$ cat src/rtl/irq_cause_pkg.sv
package irq_cause_pkg;
  localparam int unsigned NUM_LINES_DEF = 8;
  localparam int unsigned IDX_W_DEF     = 4;
  localparam int unsigned TMR_W_DEF     = 32;

  function automatic int unsigned route_w(input int unsigned lines);
    return (lines > 1) ? $clog2(lines) : 1;
  endfunction
endpackage

$ cat src/rtl/irq_req_decode.sv
module irq_req_decode #(
  parameter int unsigned NUM_LINES = 8,
  parameter int unsigned IDX_W     = 4
) (
  input  logic                 vld_i,
  input  logic [IDX_W-1:0]     idx_i,
  output logic [NUM_LINES-1:0] mask_o,
  output logic                 err_o
);
  localparam logic [IDX_W-1:0] LAST_IDX = IDX_W'(NUM_LINES - 1);

  for (genvar g = 0; g < NUM_LINES; g++) begin : g_line
    assign mask_o[g] = vld_i && (idx_i == IDX_W'(g));
  end

  assign err_o = vld_i && (idx_i > LAST_IDX);
endmodule

$ cat src/rtl/irq_timer_match.sv
module irq_timer_match #(
  parameter int unsigned NUM_LINES = 8,
  parameter int unsigned TMR_W     = 32,
  parameter int unsigned RW        = 3
) (
  input  logic [TMR_W-1:0]     count_i,
  input  logic [TMR_W-1:0]     compare_i,
  input  logic [RW-1:0]        route_i,
  output logic [NUM_LINES-1:0] set_o
);
  logic hit;

  // a zero count never matches
  assign hit = (count_i != '0) && (count_i == compare_i);

  for (genvar g = 0; g < NUM_LINES; g++) begin : g_route
    assign set_o[g] = hit && (route_i == RW'(g));
  end
endmodule

$ cat src/rtl/irq_pend_reg.sv
module irq_pend_reg #(
  parameter int unsigned NUM_LINES = 8
) (
  input  logic                 clk_i,
  input  logic                 rst_ni,
  input  logic [NUM_LINES-1:0] post_mask_i,
  input  logic [NUM_LINES-1:0] clr_mask_i,
  input  logic                 clr_all_i,
  input  logic [NUM_LINES-1:0] tmr_set_i,
  output logic [NUM_LINES-1:0] pend_o
);
  logic [NUM_LINES-1:0] pend_q, pend_d, kept;

  // order: post, then clear, then clear-all, then timer set
  always_comb begin
    kept   = (pend_q | post_mask_i) & ~clr_mask_i;
    pend_d = (clr_all_i ? '0 : kept) | tmr_set_i;
  end

  always_ff @(posedge clk_i or negedge rst_ni) begin
    if (!rst_ni) pend_q <= '0;
    else         pend_q <= pend_d;
  end

  assign pend_o = pend_q;
endmodule

$ cat src/rtl/irq_take_gate.sv
module irq_take_gate #(
  parameter int unsigned NUM_LINES = 8
) (
  input  logic [NUM_LINES-1:0] pend_i,
  input  logic [NUM_LINES-1:0] im_i,
  input  logic                 ie_i,
  input  logic                 erl_i,
  input  logic                 exl_i,
  output logic                 take_o
);
  logic open_q;
  assign open_q = ie_i && !erl_i && !exl_i;
  assign take_o = open_q && |(pend_i & im_i);
endmodule

$ cat src/rtl/irq_cause_gate.sv
module irq_cause_gate
  import irq_cause_pkg::*;
#(
  parameter int unsigned NUM_LINES = NUM_LINES_DEF,
  parameter int unsigned IDX_W     = IDX_W_DEF,
  parameter int unsigned TMR_W     = TMR_W_DEF,
  parameter int unsigned RW        = route_w(NUM_LINES)
) (
  input  logic                 clk_i,
  input  logic                 rst_ni,
  input  logic                 post_vld_i,
  input  logic [IDX_W-1:0]     post_idx_i,
  input  logic                 clr_vld_i,
  input  logic [IDX_W-1:0]     clr_idx_i,
  input  logic                 clr_all_i,
  input  logic                 ie_i,
  input  logic                 erl_i,
  input  logic                 exl_i,
  input  logic [NUM_LINES-1:0] im_i,
  input  logic [TMR_W-1:0]     count_i,
  input  logic [TMR_W-1:0]     compare_i,
  input  logic [RW-1:0]        tmr_route_i,
  output logic [NUM_LINES-1:0] pend_o,
  output logic                 take_irq_o,
  output logic                 req_err_o
);
  logic [NUM_LINES-1:0] post_mask, clr_mask, tmr_set;
  logic                 post_err, clr_err;

  irq_req_decode #(.NUM_LINES(NUM_LINES), .IDX_W(IDX_W)) i_post_dec (
    .vld_i(post_vld_i), .idx_i(post_idx_i), .mask_o(post_mask), .err_o(post_err)
  );

  irq_req_decode #(.NUM_LINES(NUM_LINES), .IDX_W(IDX_W)) i_clr_dec (
    .vld_i(clr_vld_i), .idx_i(clr_idx_i), .mask_o(clr_mask), .err_o(clr_err)
  );

  irq_timer_match #(.NUM_LINES(NUM_LINES), .TMR_W(TMR_W), .RW(RW)) i_tmr (
    .count_i(count_i), .compare_i(compare_i), .route_i(tmr_route_i), .set_o(tmr_set)
  );

  irq_pend_reg #(.NUM_LINES(NUM_LINES)) i_pend (
    .clk_i(clk_i), .rst_ni(rst_ni), .post_mask_i(post_mask), .clr_mask_i(clr_mask),
    .clr_all_i(clr_all_i), .tmr_set_i(tmr_set), .pend_o(pend_o)
  );

  irq_take_gate #(.NUM_LINES(NUM_LINES)) i_gate (
    .pend_i(pend_o), .im_i(im_i), .ie_i(ie_i), .erl_i(erl_i), .exl_i(exl_i),
    .take_o(take_irq_o)
  );

  assign req_err_o = post_err || clr_err;
endmodule

$ cat config.mk
export PLATFORM = sky130hd
export DESIGN_NAME = irq_cause_gate
export DESIGN_NICKNAME = d
export VERILOG_FILES = /design/src/rtl/irq_cause_pkg.sv /design/src/rtl/irq_req_decode.sv /design/src/rtl/irq_timer_match.sv /design/src/rtl/irq_pend_reg.sv /design/src/rtl/irq_take_gate.sv /design/src/rtl/irq_cause_gate.sv
export SDC_FILE = /design/constraint.sdc
export NUM_CORES = 1
export LEC_CHECK = 0
export BUFFER_PORTS_ARGS = -buffer_cell sky130_fd_sc_hd__buf_2
export CORE_ASPECT_RATIO = 0.9
export CORE_MARGIN = 3
export CORE_UTILIZATION = 32
export CTS_BUF_LIST = sky130_fd_sc_hd__clkbuf_4
export CTS_CLUSTER_DIAMETER = 200
export DETAILED_ROUTE_END_ITERATION = 8
export HOLD_SLACK_MARGIN = 0.1
export PLACE_DENSITY = 0.83
export SYNTH_ARGS = -nofsm -noshare
export SYNTH_HDL_FRONTEND = slang
export SYNTH_SLANG_ARGS = --single-unit
$ cat constraint.sdc
create_clock -name clk_i -period 0.81 [get_ports clk_i]
set_input_delay 0.0405 -clock clk_i [delete_from_list [all_inputs] [get_ports clk_i]]
set_output_delay 0.0405 -clock clk_i [all_outputs]
set_load 0.02 [all_outputs]
==> metrics.yaml, run 1 <==
status: "complete, but fails checks"
violations: "setup timing"
drc: 0
final_antenna_net_count: 0
setup_slack_ps: -631
synth-seq-cells: 8
synth_cell_type_count: 26
rsz0062_at_grt: "yes"
fin_skew_ps: 0
start_util_pct: 34.1
clk_pin_slew_ps: 60
wl_per_cell_um: 17.8
p_leak_nw: 1.08
area_growth_syn_to_layout_pct: 131
cts.htree.levels: 1
drtIter0Drc: 111
dieArea_um2: 3690
numCtsBuffers: 3
clock_path_buffers: 2
synth-edff-count: 0
setup_viol: 17
rows: 18
slew_viol_final: 0
nNetsFinal: 332
synth_warnings: 0
die_h_um: 58.0
clock_latency_ps: 250
ir_drop_uv: 395
die_x_um: 63.7
slew_headroom_pct: 64.2
criticalPathCategory: "reg2out"
via_per_inst: 5.48
netlist_area_um2: 960
grt_pass1_wl_mm: 6.78
arrival_ps: 1400
n_antenna_cell: 0
synth_ff_type: "dfrtp_1"
cp-start-kind: "register"
cts-root-buf: "clkbuf_4"
grt_use_total_pct: 23.4
clkSinkCount: 8
dp_cells: 266
gp_congestion: 0.880
dp_hpwl_mm: 3.31
finalCritPeriodShare_pct: 178
final_cells: 280
synth_fp_nets: 202
port_buffers: 100
vias: 1534
finalHoldViolations: 0
synthArstFlopShare_pct: 100
grt_max_degree: 9
cts_tree: "built"
syn_inst: 111
holdWs_ps: 84.4
maxCapViolations: 0
avgSynthCellArea_um2: 8.65
hp-class: "in2reg"
routed_wl_mm: 4.98
drive_gt1_share_pct: 68.3
grt_pass1_vias: 1556
dpl_worst_slack_ps: -667
synth-seq-area-share_pct: 20.9
dr.pass1.iters: 4
fin_crit_ps: 1440
io_pins: 101
p_per_area_nw_per_um2: 735
crit_fanout: 3
worstMarginPinSlew_ps: 536
hold_buffers: 1
cp-end-kind: "output port"
grt.overflow.total: 0
largest_reg_flops: 8
fmax_mhz: 694
required_ps: 770
grt_antenna_before_repair: 0
core_region_area_um2: 2820
[logic make-up after synthesis]
group | Yosys count | share of synthesized area [%]
compound gates | 30 | 23.7
xor+xnor | 32 | 29.2
simple gates | 39 | 25.4
flops | 8 | 20.9
buf+inv | 2 | 0.782
[cells in the mapped netlist (2+ instances only)]
library cell  number  share of area [%]
a21oi_1            6                3.1
nor2_1             4                1.6
nor3b_1            2                1.6
a31oi_1            2                1.3
a22oi_1            4                3.1
xor2_1            16                 15
nand2b_1           2                1.3
and3b_1            2                1.8
nor4_1            12                7.8
xnor2_1           16                 15
o41ai_1            6                5.5
nand2_1            2               0.78
dfrtp_1            8                 21
a311o_1            2                2.1
a211o_1            6                5.5
nor2b_1            4                2.6
nand4_1            8                5.2
[power by group]
group | total (W) | switching (W) | internal [W]
Sequential | 0.000417 | 0.00000944 | 0.000408
Combinational | 0.000845 | 0.000376 | 0.000469
Clock | 0.000365 | 0.000143 | 0.000222
[layout by cell type, fill, tap and decap left out, drive strengths merged, types with 2 or more instances in the layout]
cell and instances:
dfrtp 8, a311o 2, and3b 2, a31oi 2, nand2b 2, a21oi 6
nor2b 4, o21ai 2, xnor2 16, nand2 2, clkbuf 4, xor2 16
nor2 4, o41ai 6, nor4 13, buf 125, a22oi 4, a211o 6
nand4 8, nor3b 2
[layout make-up]
class,instances,area (µm²)
fillers,154,599
clock buffers,4,30.0
well taps,40,50.0
multi-input cells,101,1030
flip-flops and latches,8,201
repair buffers,126,898
inverters,1,3.75
[critical path: stages, from the launching register on]
cell and delay [ps]:
dfrtp_1 420, a22oi_1 250, nand4_1 170, and3_1 190, buf_6 130
[path summary, 6_finish.rpt]
kind | start | end | slack, ps | cells after the start
worst max-delay path | i_pend.pend_o[0]$_DFF_PN0_ | take_irq_o | -630 | 4
worst min-delay path | tmr_route_i[2] | i_pend.pend_o[1]$_DFF_PN0_ | 80 | 2
worst max register to register | i_pend.pend_o[3]$_DFF_PN0_ | i_pend.pend_o[3]$_DFF_PN0_ | -310 | 4
worst min register to register | i_pend.pend_o[1]$_DFF_PN0_ | i_pend.pend_o[1]$_DFF_PN0_ | 770 | 3
max in group asynchronous | rst_ni | i_pend.pend_o[6]$_DFF_PN0_ | 450 | 2
min in group asynchronous | rst_ni | i_pend.pend_o[2]$_DFF_PN0_ | 180 | 2
[metal layers]
metal	up-vias	wire length, µm	track usage, %
met2	105	2660	45.5
met3	14	494	5.81
li1	702	-	-
met1	713	1670	24.6
met4	0	153	8.00
met5	-	0	0
[timing repair]
action | CTS | global route
hold endpoints to repair | 11 | 3
setup buffers | 4 | 8
gates resized for setup | 48 | 40
pin swaps | 26 | 14
setup endpoints to repair | 17 | 17
[per-stage QoR]
| step | area (µm²) | power [W] | TNS (ps) | utilization [%] |
|---|---|---|---|---|
| final | 2220 | 0.00163 | -4930 | 78.7 |
| after global routing | 2220 | 0.00172 | -5520 | 78.7 |
| after CTS | 1960 | 0.00151 | -3350 | 69.7 |
| after detailed placement | 1650 | 0.00105 | -4990 | 58.6 |
| after global placement | 1650 | 0.00104 | -4470 | 58.6 |
| after floorplan | 983 | 0.000658 | -2550 | - |
Note: power is estimated with default switching activity, not from simulation.
==> run 2, diff against run 1 <==
--- a/config.mk
+++ b/config.mk
@@ -13,7 +13,7 @@
 export CTS_CLUSTER_DIAMETER = 200
 export DETAILED_ROUTE_END_ITERATION = 8
 export HOLD_SLACK_MARGIN = 0.1
-export PLACE_DENSITY = 0.83
+export PLACE_DENSITY_LB_ADDON = 0.25
 export SYNTH_ARGS = -nofsm -noshare
 export SYNTH_HDL_FRONTEND = slang
 export SYNTH_SLANG_ARGS = --single-unit
==> metrics.yaml, run 2 (synthesis gave the netlist of run 1 again) <==
clock_path_buffers: 2
clkSinkCount: 8
wl_per_cell_um: 18.2
p_comb_share_pct: 51.4
core_region_area_um2: 2820
arrival_ps: 1440
grt.overflow.total: 0
grt_antenna_before_repair: 0
finalCritPeriodShare_pct: 159
final_antenna_net_count: 0
dpl_worst_slack_ps: -768
required_ps: 960
reg2reg_depth: 5
drc: 0
cts_tree: "built"
drtIter0Drc: 155
grt_max_degree: 9
clk_pin_slew_ps: 60
clock_power_share_pct: 23.0
final_common_cell: "buf_2"
via_per_inst: 5.48
dr.pass1.iters: 4
nNetsFinal: 339
cp-start-kind: "input pin"
ir_drop_uv: 902
power.switching_w: 0.000535
finalHoldViolations: 0
clock_latency_ps: 260
status: "complete, but fails checks"
fin_skew_ps: 0
hp-class: "in2reg"
dp_cells: 273
violations: "setup timing"
power_frac_seq_pct: 25.6
die_h_um: 58.0
layout_common_cells: "78 x buf_2, 33 x buf_6, 21 x buf_4, 14 x xor2_1, 9 x xnor2_1"
min_path_cells: 3
cpMaxStageDelayCell: "nor4_4"
die_x_um: 63.7
holdWs_ps: 123
drive_gt1_share_pct: 66.0
crit_fanout: 7
n_antenna_cell: 0
worstMarginPinSlew_ps: 492
criticalPathCategory: "in2reg"
maxCapViolations: 0
dieArea_um2: 3690
grt_use_total_pct: 23.3
vias: 1573
io_pins: 101
fin_tns_setup_ps: -5290
cts.htree.levels: 1
p_leak_nw: 1.13
p_per_area_nw_per_um2: 733
gp_congestion: 0.802
cts-root-buf: "clkbuf_4"
fill_cells: 181
power.internal_w: 0.00109
dp_hpwl_mm: 3.23
setup_viol: 17
fmax_mhz: 775
start_util_pct: 34.1
slew_headroom_pct: 67.1
cp-end-kind: "register"
routed_wl_mm: 5.22
fin_util_pct: 78.5
fin_crit_ps: 1290
grt_pass1_vias: 1514
final_cells: 287
rows: 18
rsz0062_at_grt: "yes"
port_buffers: 100
area_growth_syn_to_layout_pct: 130
largest_reg_flops: 8
switching_share_pct: 33.0
slew_viol_final: 0
max_stage_delay_ps: 380
path_cells: "buf_2 > xnor2_2 > nand4_1 > nor4_4 > o21ai_4 > buf_4 > o41ai_4"
grt_pass1_wl_mm: 6.86
setup_slack_ps: -481
numCtsBuffers: 3
## run 2: cell types whose count changed in the layout (fill, tap and decap cells not counted), sizes merged
cell  previous run  this run
buf            125       132
## run 2: repair_timing
| action | in CTS | in global routing |
|---|---|---|
| buffers inserted | 7 | 4 |
| endpoints found under the hold margin | 8 | 0 |
| hold buffers | 1 | 0 |
| resized for setup | 51 | 25 |
| endpoints found under the setup margin | 17 | 17 |
| pin swaps | 23 | 15 |
## run 2: through the flow
stage,area [µm²],power (W)
finish,2210,0.00162
global route,2210,0.00171
CTS,2030,0.00151
detailed placement,1700,0.00106
global placement,1700,0.00105
floorplan,983,0.000658
## run 2: power groups by stage
stage | Clock (W) | Combinational [W] | Sequential, W
floorplan | 0 | 0.000227 | 0.000431
global placement | 0 | 0.000633 | 0.000422
detailed placement | 0 | 0.000639 | 0.000421
CTS | 0.000371 | 0.000725 | 0.000415
global route | 0.000408 | 0.000884 | 0.000416
finish | 0.000372 | 0.000833 | 0.000416
## run 2: worst paths after layout
kind                       slack [ps]                          to                  startpoint
hold / removal                    120  i_pend.pend_o[5]$_DFF_PN0_              tmr_route_i[0]
max in group asynchronous         480  i_pend.pend_o[6]$_DFF_PN0_                      rst_ni
hold reg to reg                   850  i_pend.pend_o[6]$_DFF_PN0_  i_pend.pend_o[6]$_DFF_PN0_
setup reg to reg                 -410  i_pend.pend_o[3]$_DFF_PN0_  i_pend.pend_o[3]$_DFF_PN0_
min in group asynchronous         150  i_pend.pend_o[4]$_DFF_PN0_                      rst_ni
setup / recovery                 -480  i_pend.pend_o[1]$_DFF_PN0_               compare_i[28]
## run 2: layout make-up
type	instances	area, µm²	area share (%)
Inverter	1	3.75	0.170
Tap cell	40	50.0	2.27
Multi-Input combinational cell	101	995	45.0
Clock buffer	4	30.0	1.36
Timing Repair Buffer	133	930	42.1
Sequential cell	8	201	9.12
## run 2: metal layers
layer / track usage [%] / share of wire, % / wire length (µm) / up-vias
met5: 0 / 0 / 0 / -
met4: 5.23 / 4.3 / 224 / 0
met3: 4.26 / 7.6 / 395 / 24
met2: 40.2 / 49 / 2560 / 99
met1: 30.5 / 39 / 2040 / 736
li1: - / - / - / 714
## run 2: worst max-delay path, delay by kind of cell
kind                   cells  cell delay (ps)
AO/OA/AOI/OAI              2              390
XOR/XNOR                   1              130
buffers and inverters      2              290
AND/OR/NAND/NOR            2              580
